<file path="config.mk">
export PLATFORM = sky130hd
export DESIGN_NAME = dwrr_sched
export DESIGN_NICKNAME = d
export VERILOG_FILES = /design/src/rtl/dwrr_pkg.sv /design/src/rtl/dwrr_cfg_regs.sv /design/src/rtl/dwrr_quantum.sv /design/src/rtl/dwrr_arb.sv /design/src/rtl/dwrr_sched.sv
export SDC_FILE = /design/constraint.sdc
export NUM_CORES = 1
export LEC_CHECK = 0
export CAP_MARGIN = 10
export CORE_ASPECT_RATIO = 0.6
export CORE_MARGIN = 4
export CORE_UTILIZATION = 42
export DETAILED_ROUTE_END_ITERATION = 8
export SYNTH_ARGS = -nofsm -noshare
export SYNTH_HDL_FRONTEND = slang
export SYNTH_SLANG_ARGS = --single-unit
</file>
<file path="constraint.sdc">
create_clock -name clk -period 26.4 [get_ports clk]
set_input_delay 2.64 -clock clk [delete_from_list [all_inputs] [get_ports clk]]
set_output_delay 2.64 -clock clk [all_outputs]
set_load 0.02 [all_outputs]
</file>
<file path="src/rtl/dwrr_pkg.sv">
`timescale 1ns/1ps
package dwrr_pkg;
  localparam int CODE_W   = 5;
  localparam int MTU_W    = 17;
  localparam int CLS_W    = 2;
  localparam int CODE_TOP = 16;

  // base MTU code -> bytes; two jumbo code points, out-of-range codes give 0
  function automatic logic [MTU_W-1:0] mtu_bytes(input logic [CODE_W-1:0] code);
    logic [MTU_W-1:0] r;
    if (code == 5'd4)                      r = 17'd9728;
    else if (code == 5'd5)                 r = 17'd10240;
    else if (code > 5'(CODE_TOP))          r = '0;
    else                                   r = {{(MTU_W-1){1'b0}}, 1'b1} << code;
    return r;
  endfunction

  // class tags 2 and 3 are host-side, 0 (MAC) and 1 (loopback) share the MAC code
  function automatic logic uses_host_mtu(input logic [CLS_W-1:0] cls);
    return cls[1];
  endfunction
endpackage

</file>
<file path="src/rtl/dwrr_cfg_regs.sv">
`timescale 1ns/1ps
module dwrr_cfg_regs
  import dwrr_pkg::*;
#(
  parameter int NQ       = 4,
  parameter int WGT_W    = 8,
  parameter int LQ_W     = 25,
  parameter int AW       = 4,
  parameter int DW       = 32,
  parameter int RST_CODE = 13
) (
  input  logic                          clk,
  input  logic                          rst_n,
  input  logic                          we,
  input  logic [AW-1:0]                 addr,
  input  logic [DW-1:0]                 wdata,
  output logic                          weight_mode,
  output logic [CODE_W-1:0]             code_mac,
  output logic [CODE_W-1:0]             code_host,
  output logic [NQ-1:0][WGT_W-1:0]      wgt,
  output logic [NQ-1:0][CLS_W-1:0]      cls,
  output logic [NQ-1:0][LQ_W-1:0]       lq
);
  localparam int QSPAN = 2 ** $clog2(NQ);
  localparam int WBASE = (QSPAN > 4) ? QSPAN : 4;
  localparam int LBASE = WBASE + QSPAN;

  logic unused_hi;
  assign unused_hi = ^wdata[DW-1:LQ_W];

  always_ff @(posedge clk or negedge rst_n) begin
    if (!rst_n) begin
      weight_mode <= 1'b1;
      code_mac    <= CODE_W'(RST_CODE);
      code_host   <= CODE_W'(RST_CODE);
    end else if (we) begin
      if (addr == AW'(0)) weight_mode <= wdata[0];
      if (addr == AW'(1)) code_mac    <= wdata[CODE_W-1:0];
      if (addr == AW'(2)) code_host   <= wdata[CODE_W-1:0];
    end
  end

  for (genvar q = 0; q < NQ; q++) begin : g_qreg
    always_ff @(posedge clk or negedge rst_n) begin
      if (!rst_n) begin
        wgt[q] <= WGT_W'(1);
        cls[q] <= '0;
        lq[q]  <= '0;
      end else if (we) begin
        if (addr == AW'(WBASE + q)) begin
          wgt[q] <= wdata[WGT_W-1:0];
          cls[q] <= wdata[WGT_W+CLS_W-1:WGT_W];
        end
        if (addr == AW'(LBASE + q)) lq[q] <= wdata[LQ_W-1:0];
      end
    end
  end
endmodule

</file>
<file path="src/rtl/dwrr_quantum.sv">
`timescale 1ns/1ps
module dwrr_quantum
  import dwrr_pkg::*;
#(
  parameter int NQ    = 4,
  parameter int WGT_W = 8,
  parameter int LQ_W  = 25,
  parameter int QW    = 25
) (
  input  logic                     weight_mode,
  input  logic [CODE_W-1:0]        code_mac,
  input  logic [CODE_W-1:0]        code_host,
  input  logic [NQ-1:0][WGT_W-1:0] wgt,
  input  logic [NQ-1:0][CLS_W-1:0] cls,
  input  logic [NQ-1:0][LQ_W-1:0]  lq,
  output logic [NQ-1:0][QW-1:0]    quant
);
  localparam int PW = MTU_W + WGT_W;

  logic [MTU_W-1:0] mtu_mac, mtu_host;
  assign mtu_mac  = mtu_bytes(code_mac);
  assign mtu_host = mtu_bytes(code_host);

  for (genvar q = 0; q < NQ; q++) begin : g_q
    logic [MTU_W-1:0] base;
    logic [PW-1:0]    prod;
    assign base     = uses_host_mtu(cls[q]) ? mtu_host : mtu_mac;
    assign prod     = {{WGT_W{1'b0}}, base} * {{MTU_W{1'b0}}, wgt[q]};
    assign quant[q] = weight_mode ? QW'(prod) : QW'(lq[q]);
  end
endmodule

</file>
<file path="src/rtl/dwrr_arb.sv">
`timescale 1ns/1ps
module dwrr_arb #(
  parameter int NQ    = 4,
  parameter int LEN_W = 16,
  parameter int QW    = 25,
  parameter int DEF_W = 26
) (
  input  logic                     clk,
  input  logic                     rst_n,
  input  logic [NQ-1:0]            req,
  input  logic [NQ-1:0][LEN_W-1:0] len,
  input  logic [NQ-1:0][QW-1:0]    quant,
  input  logic                     pkt_done,
  output logic [NQ-1:0]            grant,
  output logic [NQ-1:0][DEF_W-1:0] deficit,
  output logic [LEN_W-1:0]         glen,
  output logic                     add_evt,
  output logic                     win_evt,
  output logic                     take_evt
);
  localparam int PW = (NQ > 1) ? $clog2(NQ) : 1;

  typedef enum logic [1:0] {S_SCAN, S_CHECK, S_GRANT} st_t;
  st_t          st;
  logic [PW-1:0] ptr, ptr_nxt;

  logic             cur_req;
  logic [QW-1:0]    cur_q;
  logic [DEF_W-1:0] cur_def;
  logic [LEN_W-1:0] cur_len;
  logic             skip_evt, adv;

  assign cur_req = req[ptr];
  assign cur_q   = quant[ptr];
  assign cur_def = deficit[ptr];
  assign cur_len = len[ptr];

  // visit: credit a live queue; otherwise step past it (hold when all idle)
  assign add_evt  = (st == S_SCAN)  && cur_req && (cur_q != '0);
  assign skip_evt = (st == S_SCAN)  && (|req) && !add_evt;
  assign win_evt  = (st == S_CHECK) && cur_req && (cur_def >= DEF_W'(cur_len));
  assign take_evt = (st == S_GRANT) && pkt_done;
  assign adv      = skip_evt || ((st == S_CHECK) && !win_evt);
  assign ptr_nxt  = (ptr == PW'(NQ - 1)) ? '0 : ptr + 1'b1;

  always_ff @(posedge clk or negedge rst_n) begin
    if (!rst_n) begin
      st   <= S_SCAN;
      ptr  <= '0;
      glen <= '0;
    end else begin
      if (adv) ptr <= ptr_nxt;
      unique case (st)
        S_SCAN:  if (add_evt) st <= S_CHECK;
        S_CHECK: if (win_evt) begin
                   st   <= S_GRANT;
                   glen <= cur_len;
                 end else st <= S_SCAN;
        S_GRANT: if (take_evt) st <= S_CHECK;
        default: st <= S_SCAN;
      endcase
    end
  end

  for (genvar q = 0; q < NQ; q++) begin : g_def
    logic here;
    assign here     = (ptr == PW'(q));
    assign grant[q] = (st == S_GRANT) && here;
    always_ff @(posedge clk or negedge rst_n) begin
      if (!rst_n)                       deficit[q] <= '0;
      else if (!req[q] && !grant[q])    deficit[q] <= '0;
      else if (add_evt && here)         deficit[q] <= deficit[q] + DEF_W'(quant[q]);
      else if (take_evt && here)        deficit[q] <= deficit[q] - DEF_W'(glen);
    end
  end
endmodule

</file>
<file path="src/rtl/dwrr_sched.sv">
`timescale 1ns/1ps
module dwrr_sched
  import dwrr_pkg::*;
#(
  parameter int NQ    = 4,
  parameter int LEN_W = 16,
  parameter int WGT_W = 8,
  parameter int LQ_W  = 25,
  parameter int AW    = 4,
  parameter int DW    = 32
) (
  input  logic                  clk,
  input  logic                  rst_n,
  input  logic                  cfg_we,
  input  logic [AW-1:0]         cfg_addr,
  input  logic [DW-1:0]         cfg_wdata,
  input  logic [NQ-1:0]         q_req,
  input  logic [NQ*LEN_W-1:0]   q_len,
  input  logic                  pkt_done,
  output logic [NQ-1:0]         grant
);
  localparam int QW    = (WGT_W + MTU_W > LQ_W) ? (WGT_W + MTU_W) : LQ_W;
  localparam int DEF_W = ((QW > LEN_W) ? QW : LEN_W) + 1;

  logic                     mode_w;
  logic [CODE_W-1:0]        code_mac_w, code_host_w;
  logic [NQ-1:0][WGT_W-1:0] wgt_w;
  logic [NQ-1:0][CLS_W-1:0] cls_w;
  logic [NQ-1:0][LQ_W-1:0]  lq_w;
  logic [NQ-1:0][QW-1:0]    quant_w;
  logic [NQ-1:0][DEF_W-1:0] def_w;
  logic [LEN_W-1:0]         glen_w;
  logic                     add_evt_w, win_evt_w, take_evt_w;

  dwrr_cfg_regs #(.NQ(NQ), .WGT_W(WGT_W), .LQ_W(LQ_W), .AW(AW), .DW(DW)) regs_i (
    .clk(clk), .rst_n(rst_n), .we(cfg_we), .addr(cfg_addr), .wdata(cfg_wdata),
    .weight_mode(mode_w), .code_mac(code_mac_w), .code_host(code_host_w),
    .wgt(wgt_w), .cls(cls_w), .lq(lq_w)
  );

  dwrr_quantum #(.NQ(NQ), .WGT_W(WGT_W), .LQ_W(LQ_W), .QW(QW)) quant_i (
    .weight_mode(mode_w), .code_mac(code_mac_w), .code_host(code_host_w),
    .wgt(wgt_w), .cls(cls_w), .lq(lq_w), .quant(quant_w)
  );

  dwrr_arb #(.NQ(NQ), .LEN_W(LEN_W), .QW(QW), .DEF_W(DEF_W)) arb_i (
    .clk(clk), .rst_n(rst_n), .req(q_req), .len(q_len), .quant(quant_w),
    .pkt_done(pkt_done), .grant(grant), .deficit(def_w), .glen(glen_w),
    .add_evt(add_evt_w), .win_evt(win_evt_w), .take_evt(take_evt_w)
  );
endmodule

</file>
### Word level (Yosys, flattened, before mapping)

Cells that the tools add are included.

* register bits: 275
* bits of input ports: 108
* output and inout bits: 4
* logic and storage cells: 158

* add/subtract/negate cells: 9
* $mul: 4
* magnitude comparators: 4
* eq/ne operators: 21
* shifts and indexed selects: 2
* multiplexer cells: 39
* reduce and logical (&&, ||, !) cells: 57

Operator list (number)
* $mux 26: 13
* $mux 17: 10
* $mux 25: 5
* $add 26x25->26: 4
* $sub 26x16->26: 4
* $mul 17x8->25: 4
* $bmux 26 s2: 1
* $bmux 25 s2: 1
* $shl 1x5->17 const A: 2
* $bmux 16 s2: 1
* $ge 26x16->1: 1
* $reduce_and 2->1: 13
* $reduce_bool 25->1: 1
* $logic_and 1x1->1: 24
* $eq 5x3->1 const B: 4
* $eq 4x3->1 const B: 4
* $eq 4x4->1 const B: 4
* $mux 16: 1
* $reduce_bool 3->1: 4
* $gt 5x5->1 const B: 2
* $logic_not 1->1: 10
* $mux 2: 4
* $eq 2x2->1 const B: 3
* $pmux 2 s3: 1
* other kinds (12): 15

### Longest topological paths before layout

Gate-level depths: netlist of run 1.

* depth after elaboration: 14
* mapped depth: 45
* depth with buffers taken out: 42

### Hierarchy

Synthesis of run 1 repeated with hierarchy kept, for this count alone.

* cell total of the unflattened synthesis: 4060
* area total of the unflattened synthesis: 37878.8 um2

By module, submodules not included
* dwrr_quantum: instances 1, cells an instance 2256, area an instance 19173.4 um2, seq. area each 0.0 um2
* dwrr_arb: instances 1, cells an instance 1469, area an instance 12947.4 um2, seq. area each 3103.0 um2
* dwrr_cfg_regs: instances 1, cells an instance 335, area an instance 5758.0 um2, seq. area each 3792.4 um2

### Worst setup path after synthesis of run 1

Ideal clock, no wire load.

* kind: register to register
* from: register regs_i.code_mac[3]
* to: register arb_i.deficit[24] (netlist name)
* library setup time: 0.064 ns
* arrival time: 10.102 ns
* data required time: 26.336 ns
* path slack: 16.233 ns
* stages on the path, launching flop included: 41
* buffers on the path: 2
* clock period less this slack: 10.167 ns
* path through: dfstp_2 clkbuf_1 nor2b_1 nor4bb_1 mux2_2 nand2_1 fa_1 fa_1 fa_1 fa_1 inv_1 ha_1 a21oi_1 nand2_1 a21o_1 a21o_1 a31o_2 a221oi_1 [... 5 more ...] buf_2 a211oi_1 a21oi_1 ha_1 fa_1 a21o_1 a21oi_1 o21ai_0 a31o_2 a21oi_1 o211ai_1 a31oi_1 o21ai_0 a41o_1 o41a_1 or3_1 a32oi_1 a31o_2

* word-level cells in the longest chain between the ends: 14
* elaborated cells between the ends (all ways): 28
* those cells by class: add/sub (1); mul (4); order compare (1); eq/ne (2); shift (1); mux (15); reduce/logical (4)

Ends and longest elaborated chain
* from (decl): RTL line dwrr_cfg_regs.sv:18 `output logic [CODE_W-1:0] code_mac,`
* from (signal assigned): RTL line dwrr_cfg_regs.sv:34 `code_mac <= CODE_W'(RST_CODE);`
* from (signal assigned): RTL line dwrr_cfg_regs.sv:38 `if (addr == AW'(1)) code_mac <= wdata[CODE_W-1:0];`
* $gt 5x5->1 / $shl 1x5->17 (equally long branches): RTL line dwrr_pkg.sv:13, dwrr_pkg.sv:14
* $mux 17: RTL line dwrr_pkg.sv:13 `else if (code > 5'(CODE_TOP)) r = '0;`
* $mux 17: RTL line dwrr_pkg.sv:12 `else if (code == 5'd5) r = 17'd10240;`
* $mux 17 (*): RTL line dwrr_pkg.sv:11 `if (code == 5'd4) r = 17'd9728;`
* parallel branches: the longest is 10 deep, another holds $add 26x25->26
* to (signal, indexed assignment): RTL line dwrr_arb.sv:72 `else if (add_evt && here) deficit[q] <= deficit[q] + DEF_W'(quant[q]);`
* to (signal, indexed assignment): RTL line dwrr_arb.sv:73 `else if (take_evt && here) deficit[q] <= deficit[q] - DEF_W'(glen);`
* to (decl): RTL line dwrr_arb.sv:15 `output logic [NQ-1:0][DEF_W-1:0] deficit,`

Mark *: on every way between the ends. The select of a mux whose other input is x is not followed.
A chain may end at the register's enable or synchronous reset.

### Final worst setup path of run 1

* from: register regs_i.code_host[1]
* to: register arb_i.deficit[50] (netlist name)

* word-level cells in the longest chain between the ends: 14
* elaborated cells between the ends (all ways): 28
* those cells by class: add/sub (1); mul (4); order compare (1); eq/ne (2); shift (1); mux (15); reduce/logical (4)

Ends and longest elaborated chain
* from (decl): RTL line dwrr_cfg_regs.sv:19 `output logic [CODE_W-1:0] code_host,`
* from (signal assigned): RTL line dwrr_cfg_regs.sv:35 `code_host <= CODE_W'(RST_CODE);`
* from (signal assigned): RTL line dwrr_cfg_regs.sv:39 `if (addr == AW'(2)) code_host <= wdata[CODE_W-1:0];`
* $gt 5x5->1 / $shl 1x5->17 (equally long branches): RTL line dwrr_pkg.sv:13, dwrr_pkg.sv:14
* $mux 17: RTL line dwrr_pkg.sv:13
* $mux 17: RTL line dwrr_pkg.sv:12
* $mux 17 (*): RTL line dwrr_pkg.sv:11
* parallel branches: the longest is 10 deep, another holds $add 26x25->26

Marked as above.

==> results.json, run 1 <==
{
  "syn2layout_area_growth_pct": 9.53,
  "finalSetupViolations": 0,
  "syn_inst": 3923,
  "synth.area.top_cells": "fa_1 20%, dfrtp_1 18%, ha_1 11%",
  "drtIter0Drc": 2905,
  "final_max_slew_viol_count": 0,
  "yosysSeqAreaShare_pct": 18.6,
  "clockBufferDepth": 3,
  "crit_buf_inv": 1,
  "skew_ps": 26.8,
  "grt_pass1_wl_um": 185000,
  "critPathMaxFanout": 27,
  "min_to": "regs_i.lq[75]",
  "cp-start-kind": "flop",
  "wl_um": 121000,
  "rows": 83,
  "total_power_mw": 3.98,
  "hpwl_um": 96200,
  "cp_top_family": "compound AO/OA/AOI/OAI gates",
  "synth_ff_type": "dfrtp_1",
  "die_height_um": 237,
  "finalSetupTns_ps": 0,
  "dp.cells": 5123,
  "cts_root_buf": "clkbuf_16",
  "powerDensity_nw_per_um2": 99.4,
  "status": "completed",
  "leakagePower_nw": 18.3,
  "nets": 4794,
  "fmax_ghz": 0.0752,
  "crit_arrival_ps": 13800,
  "drt-pass1-iter-count": 6,
  "drcViolationCount": 0,
  "num_vias": 30200,
  "grt-ovfl-total": 0,
  "tightest_slew_ps": 1290,
  "cp_common_cell": "fa_1",
  "async_flop_share_pct": 100,
  "ant_nets": 0,
  "min_path_cells": 1,
  "vias_per_cell": 5.81,
  "hold_viol": 0,
  "p_comb_share_pct": 68.6,
  "switching_share_pct": 51.4,
  "dpl_cell_area_sq_um": 39000,
  "synth_largest_area_cell": "fa_1",
  "cp_slowest_cell": "a2111oi_2",
  "switching_power_mw": 2.05,
  "first_global_vias": 29400,
  "r2r-end": "arb_i.deficit[50]",
  "reg2reg_slack_ps": 13110,
  "final.min_clock_period_ps": 13290,
  "clock-sinks": 271,
  "start_util_pct": 42.6,
  "cp.required_ps": 26910,
  "hold_class": "reg2reg",
  "ioPinCount": 112,
  "p_int_mw": 1.93,
  "fin_cells": 5190,
  "dieArea_sq_um": 92000,
  "holdBufCountCts": 0,
  "core_area_sq_um": 85900,
  "cap_violations": 0,
  "antenna_found_initial": 11,
  "post_cts_resized": 0,
  "ys_seq_elements": 271,
  "clk-insertion-delay-late_ps": 640,
  "clk_pin_slew_ps": 70,
  "cts_tree": "yes",
  "drive_above_1_share_pct": 9.30,
  "post_cts_buffers": 0,
  "ys_types": 103,
  "timing.final.crit_share_pct": 50.3,
  "grt_setup_unrepaired": "false",
  "tritoncts.num_buffers": 31,
  "r2r-start": "regs_i.code_host[1]",
  "hp-start": "regs_i.lq[75]",
  "p_clk_share_pct": 11.5,
  "final_common_cell": "nand2_1",
  "place.gp.congestion": 0.936,
  "max_slew_margin_pct": 13.1,
  "port_buffers": 104,
  "wl_per_cell_um": 23.3,
  "die_w_um": 389,
  "peakVddDrop_uv": 72.0,
  "ys.warnings.count": 0,
  "path_class": "reg2reg",
  "synth_area_sq_um": 36600,
  "synth_top_area_share_pct": 19.9,
  "slowest_delay_ps": 1090,
  "track_usage_pct": 26.3,
  "syn_area_per_cell_sq_um": 9.32,
  "layout_common_cells": "413 x nand2_1, 373 x inv_1, 364 x fa_1",
  "pwr-share-seq_pct": 19.9,
  "crit_path_end_kind": "flop",
  "htree_num_levels": 1,
  "grt_start_max_net_pins": 84,
  "synth_edf_count": 0,
  "design_area_sq_um": 40100,
  "r2r_cells": 38
}
==> stage by stage <==
stage	utilization [%]	setup WS [ps]	hold WS, ps
2_1_floorplan	-	16230	471
3_3_place_gp	45.4	13630	483
3_5_place_dp	45.4	13590	487
4_1_cts	46.6	13520	502
5_1_grt	46.6	12470	512
6_report	46.6	13110	500
==> layout make-up <==
type                            count  area (sq um)
Fill cell                        8262         45800
Multi-Input combinational cell   3186         28000
Sequential cell                   271          6800
Tap cell                         1147          1440
Inverter                          375          1410
Timing Repair Buffer              144          1350
Clock buffer                       39           836
Clock inverter                     19           171
Antenna cell                        9          22.5
==> worst register-to-register path, delay by kind of cell (launching register included) <==
| kind | cells | cell delay (ps) |
|---|---|---|
| AO/OA/AOI/OAI | 21 | 6480 |
| XOR/XNOR | 1 | 80 |
| flip-flops | 1 | 520 |
| buffers and inverters | 1 | 300 |
| adder cells (fa/ha/maj) | 7 | 3120 |
| AND/OR/NAND/NOR | 8 | 2720 |
==> power by group through the flow <==
| stage | registers (mW) | clock network (mW) | logic [mW] |
|---|---|---|---|
| 6_report | 0.792 | 0.459 | 2.73 |
| 5_1_grt | 0.808 | 0.481 | 3.01 |
| 4_1_cts | 0.779 | 0.464 | 2.69 |
| 3_5_place_dp | 0.785 | 0 | 2.67 |
| 3_3_place_gp | 0.784 | 0 | 2.65 |
| 2_1_floorplan | 0.636 | 0 | 2.06 |
==> kinds of logic (layout without fill, tap and decap cells) <==
family,count (synthesis),in the layout,synth area share (%)
xor gates and xnor gates,147,147,3.52
buffers and inverters,528,577,5.55
other,2,73,0.0205
adders and majority gates,677,677,30.6
muxes,294,294,9.81
AOI/OAI and AO/OA,787,787,14.9
and+or+nand+nor,1217,1217,17.0
DFF,271,271,18.6
==> cell usage after synthesis (11+ instances only) <==
cell type and count:
dfrtp_1 260, fa_1 364, or2_2 15, nand2_1 413, nand3_1 63, o21ai_1 32, clkbuf_1 103, and2_1 234
ha_1 313, buf_1 18, a22o_1 89, and3_1 17, nand2b_1 37, a21o_1 78, xor2_1 57, xnor2_1 90
mux4_2 34, a211o_1 11, o21a_1 24, o21ai_0 111, nand3b_1 16, a21oi_1 188, a31o_2 15, o211ai_1 16
nor2b_1 77, o31ai_1 13, nor3_1 64, buf_2 30, and4_1 13, inv_1 374, a211oi_1 44, or3_1 22
nand4_1 21, nand4b_1 11, nor4_1 28, a31oi_1 32, dfstp_2 11, mux2_2 173, nor2_1 148, mux2i_1 85
==> worst max-delay path by stage <==
stage                        startpoint           endpoint  depth (start not counted)
detailed placement  regs_i.code_host[1]  arb_i.deficit[50]                         38
global placement    regs_i.code_host[1]  arb_i.deficit[50]                         38
finish              regs_i.code_host[1]  arb_i.deficit[50]                         38
global route        regs_i.code_host[1]  arb_i.deficit[51]                         36
floorplan            regs_i.code_mac[3]  arb_i.deficit[24]                         40
CTS                 regs_i.code_host[1]  arb_i.deficit[50]                         38
==> routing by layer <==
| layer | track usage [%] | wire [um] |
|---|---|---|
| met3 | 10.0 | 15600 |
| met4 | 3.74 | 1840 |
| met5 | 0 | 4 |
| met2 | 35.5 | 46400 |
| met1 | 40.0 | 57300 |
==> sequential cells by signal (all words and copies together) (netlist names) <==
register	count
arb_i.st	2
regs_i.code_host	5
regs_i.code_mac	5
arb_i.ptr	2
regs_i.cls	4
arb_i.glen	16
arb_i.deficit	104
regs_i.weight_mode	1
regs_i.wgt	32
regs_i.lq	100
Note: power is estimated with default switching activity, not from simulation.
==> inputs of run 2 (changes only) <==
- clock period: 26.4 -> 13.78 ns (I/O delays scaled with it)
==> run 2 against run 1 <==
- via count increased by 0.93%
- wire length about the same
- global-route usage about the same
- critical path depth increased by 1
- count of clock-buffer cells in the layout increased by 3
- combinational power increased by 92%
- die area unchanged
- register-to-register slack got worse by 12000 ps
- sequential power increased by 92%
- maximum frequency increased by 2.6%
==> results.json, run 2 (synthesized netlist as in run 1, its figures left out) <==
{
  "status": "completed",
  "max_slew_margin_pct": 9.54,
  "final_common_cell": "nand2_1",
  "switching_power_mw": 3.93,
  "layout_common_cells": "413 x nand2_1, 373 x inv_1, 364 x fa_1",
  "place.gp.congestion": 0.938,
  "min_path_cells": 1,
  "ioPinCount": 112,
  "fill_cells": 8272,
  "r2r_cells": 39,
  "grt_start_max_net_pins": 149,
  "vias_per_cell": 5.86,
  "holdBufCountCts": 0,
  "grt_setup_unrepaired": "false",
  "switching_share_pct": 51.2,
  "p_int_mw": 3.74,
  "r2r-start": "regs_i.code_host[1]",
  "finalSetupViolations": 0,
  "fmax_ghz": 0.0772,
  "pwr-share-seq_pct": 19.8,
  "min_to": "regs_i.lq[90]",
  "first_global_vias": 29600,
  "clockBufferDepth": 3,
  "utilization_pct": 46.8,
  "tritoncts.num_buffers": 31,
  "antenna_found_initial": 9,
  "use_met3_pct": 9.40,
  "finalSetupTns_ps": 0,
  "cp-start-kind": "flop",
  "powerDensity_nw_per_um2": 191,
  "die_height_um": 237,
  "reg2reg_slack_ps": 820,
  "final_max_slew_viol_count": 0,
  "clock-sinks": 271,
  "met2_usage_pct": 35.3,
  "num_vias": 30400,
  "crit_arrival_ps": 13510,
  "post_cts_resized": 0,
  "total_power_mw": 7.67,
  "peakVddDrop_uv": 122,
  "rows": 83,
  "final.min_clock_period_ps": 12960,
  "p_clk_share_pct": 11.7,
  "grt-ovfl-total": 0,
  "r2r-end": "arb_i.deficit[24]",
  "crit_path_end_kind": "flop",
  "reg_top3": "arb_i.deficit: 104 flops, regs_i.lq: 100 flops, regs_i.wgt: 32 flops",
  "drive_above_1_share_pct": 9.43,
  "top_usage_layer": "met1",
  "wl_per_cell_um": 23.3,
  "hold_viol": 0,
  "port_buffers": 104,
  "dieArea_sq_um": 92000,
  "skew_ps": 13.4,
  "hpwl_um": 96300,
  "cts_tree": "yes",
  "p_comb_share_pct": 68.5,
  "timing.final.crit_share_pct": 94.0,
  "core_area_sq_um": 85900,
  "track_usage_pct": 26.2,
  "htree_num_levels": 1,
  "post_cts_buffers": 0,
  "leakagePower_nw": 18.4,
  "nets": 4801,
  "grt_pass1_wl_um": 186000,
  "cp_common_cell": "fa_1",
  "wl_um": 121000,
  "dpl_cell_area_sq_um": 39100,
  "slowest_delay_ps": 1170,
  "cp_slowest_cell": "a2111oi_2",
  "drcViolationCount": 0,
  "timing.hold.ws_ps": 501,
  "clk_pin_slew_ps": 70,
  "hp-start": "regs_i.lq[90]",
  "tightest_slew_ps": 1350,
  "ant_nets": 0,
  "path_class": "reg2reg",
  "grt_use_met1_pct": 40.4,
  "drtIter0Drc": 3027,
  "clk-insertion-delay-late_ps": 620,
  "top_register": "arb_i.deficit",
  "drt-pass1-iter-count": 6,
  "start_util_pct": 42.6,
  "critPathMaxFanout": 31,
  "cap_violations": 0,
  "cp.required_ps": 14340,
  "design_area_sq_um": 40200,
  "largest_reg_flops": 104,
  "syn2layout_area_growth_pct": 9.80,
  "die_w_um": 389,
  "cts_root_buf": "clkbuf_16",
  "hold_class": "reg2reg"
}
## run 2: worst max-delay path by stage
stage / startpoint / end / slack, ps / cells past startpoint
after floorplan: regs_i.code_mac[3] / arb_i.deficit[24] / 3610 / 40
after global placement: regs_i.code_host[1] / arb_i.deficit[24] / 1450 / 39
after detailed placement: regs_i.code_mac[3] / arb_i.deficit[24] / 1400 / 37
after CTS: regs_i.code_mac[3] / arb_i.deficit[24] / 1340 / 37
after global routing: regs_i.code_host[1] / arb_i.deficit[24] / 380 / 39
final: regs_i.code_host[1] / arb_i.deficit[24] / 820 / 39
## run 2: stage by stage
step                worst slack [ps]  instances
global placement                1450       5130
finish                           825       5194
CTS                             1340       5187
detailed placement              1400       5130
global route                     377       5187
floorplan                       3610       3985
## run 2: power by group through the flow
stage                     Clock, mW  Sequential, mW  Combinational [mW]
after CTS                     0.913            1.49                5.16
final                         0.899            1.52                5.25
after floorplan                   0            1.22                3.94
after detailed placement          0            1.50                5.13
after global routing          0.946            1.55                5.78
after global placement            0            1.50                5.09
## run 2: per-layer routing
layer	wire length [um]	part of all wire, %	up-vias
li1	-	-	13800
met4	1880	1.6	4
met1	58300	48	15400
met2	46700	39	1110
met5	220	0.18	-
met3	14100	12	109
## run 2: area by class of cell
| type | count | area, sq um | area share (%) |
|---|---|---|---|
| Tap cell | 1147 | 1440 | 3.57 |
| Clock buffer | 42 | 877 | 2.18 |
| Antenna cell | 7 | 17.5 | 0.0436 |
| Inverter | 375 | 1410 | 3.50 |
| Multi-Input combinational cell | 3186 | 28000 | 69.8 |
| Sequential cell | 271 | 6800 | 16.9 |
| Clock inverter | 15 | 168 | 0.417 |
| Timing Repair Buffer | 151 | 1410 | 3.51 |
## run 2: worst max-delay path: cells and delay by family, from the launching register on
family                   cells  cell delay (ps)
AND/OR/NAND/NOR              9             2550
AO/OA/AOI/OAI               21             6060
adder cells (fa/ha/maj)      7             3110
buffers and inverters        2              590
flip-flops                   1              520
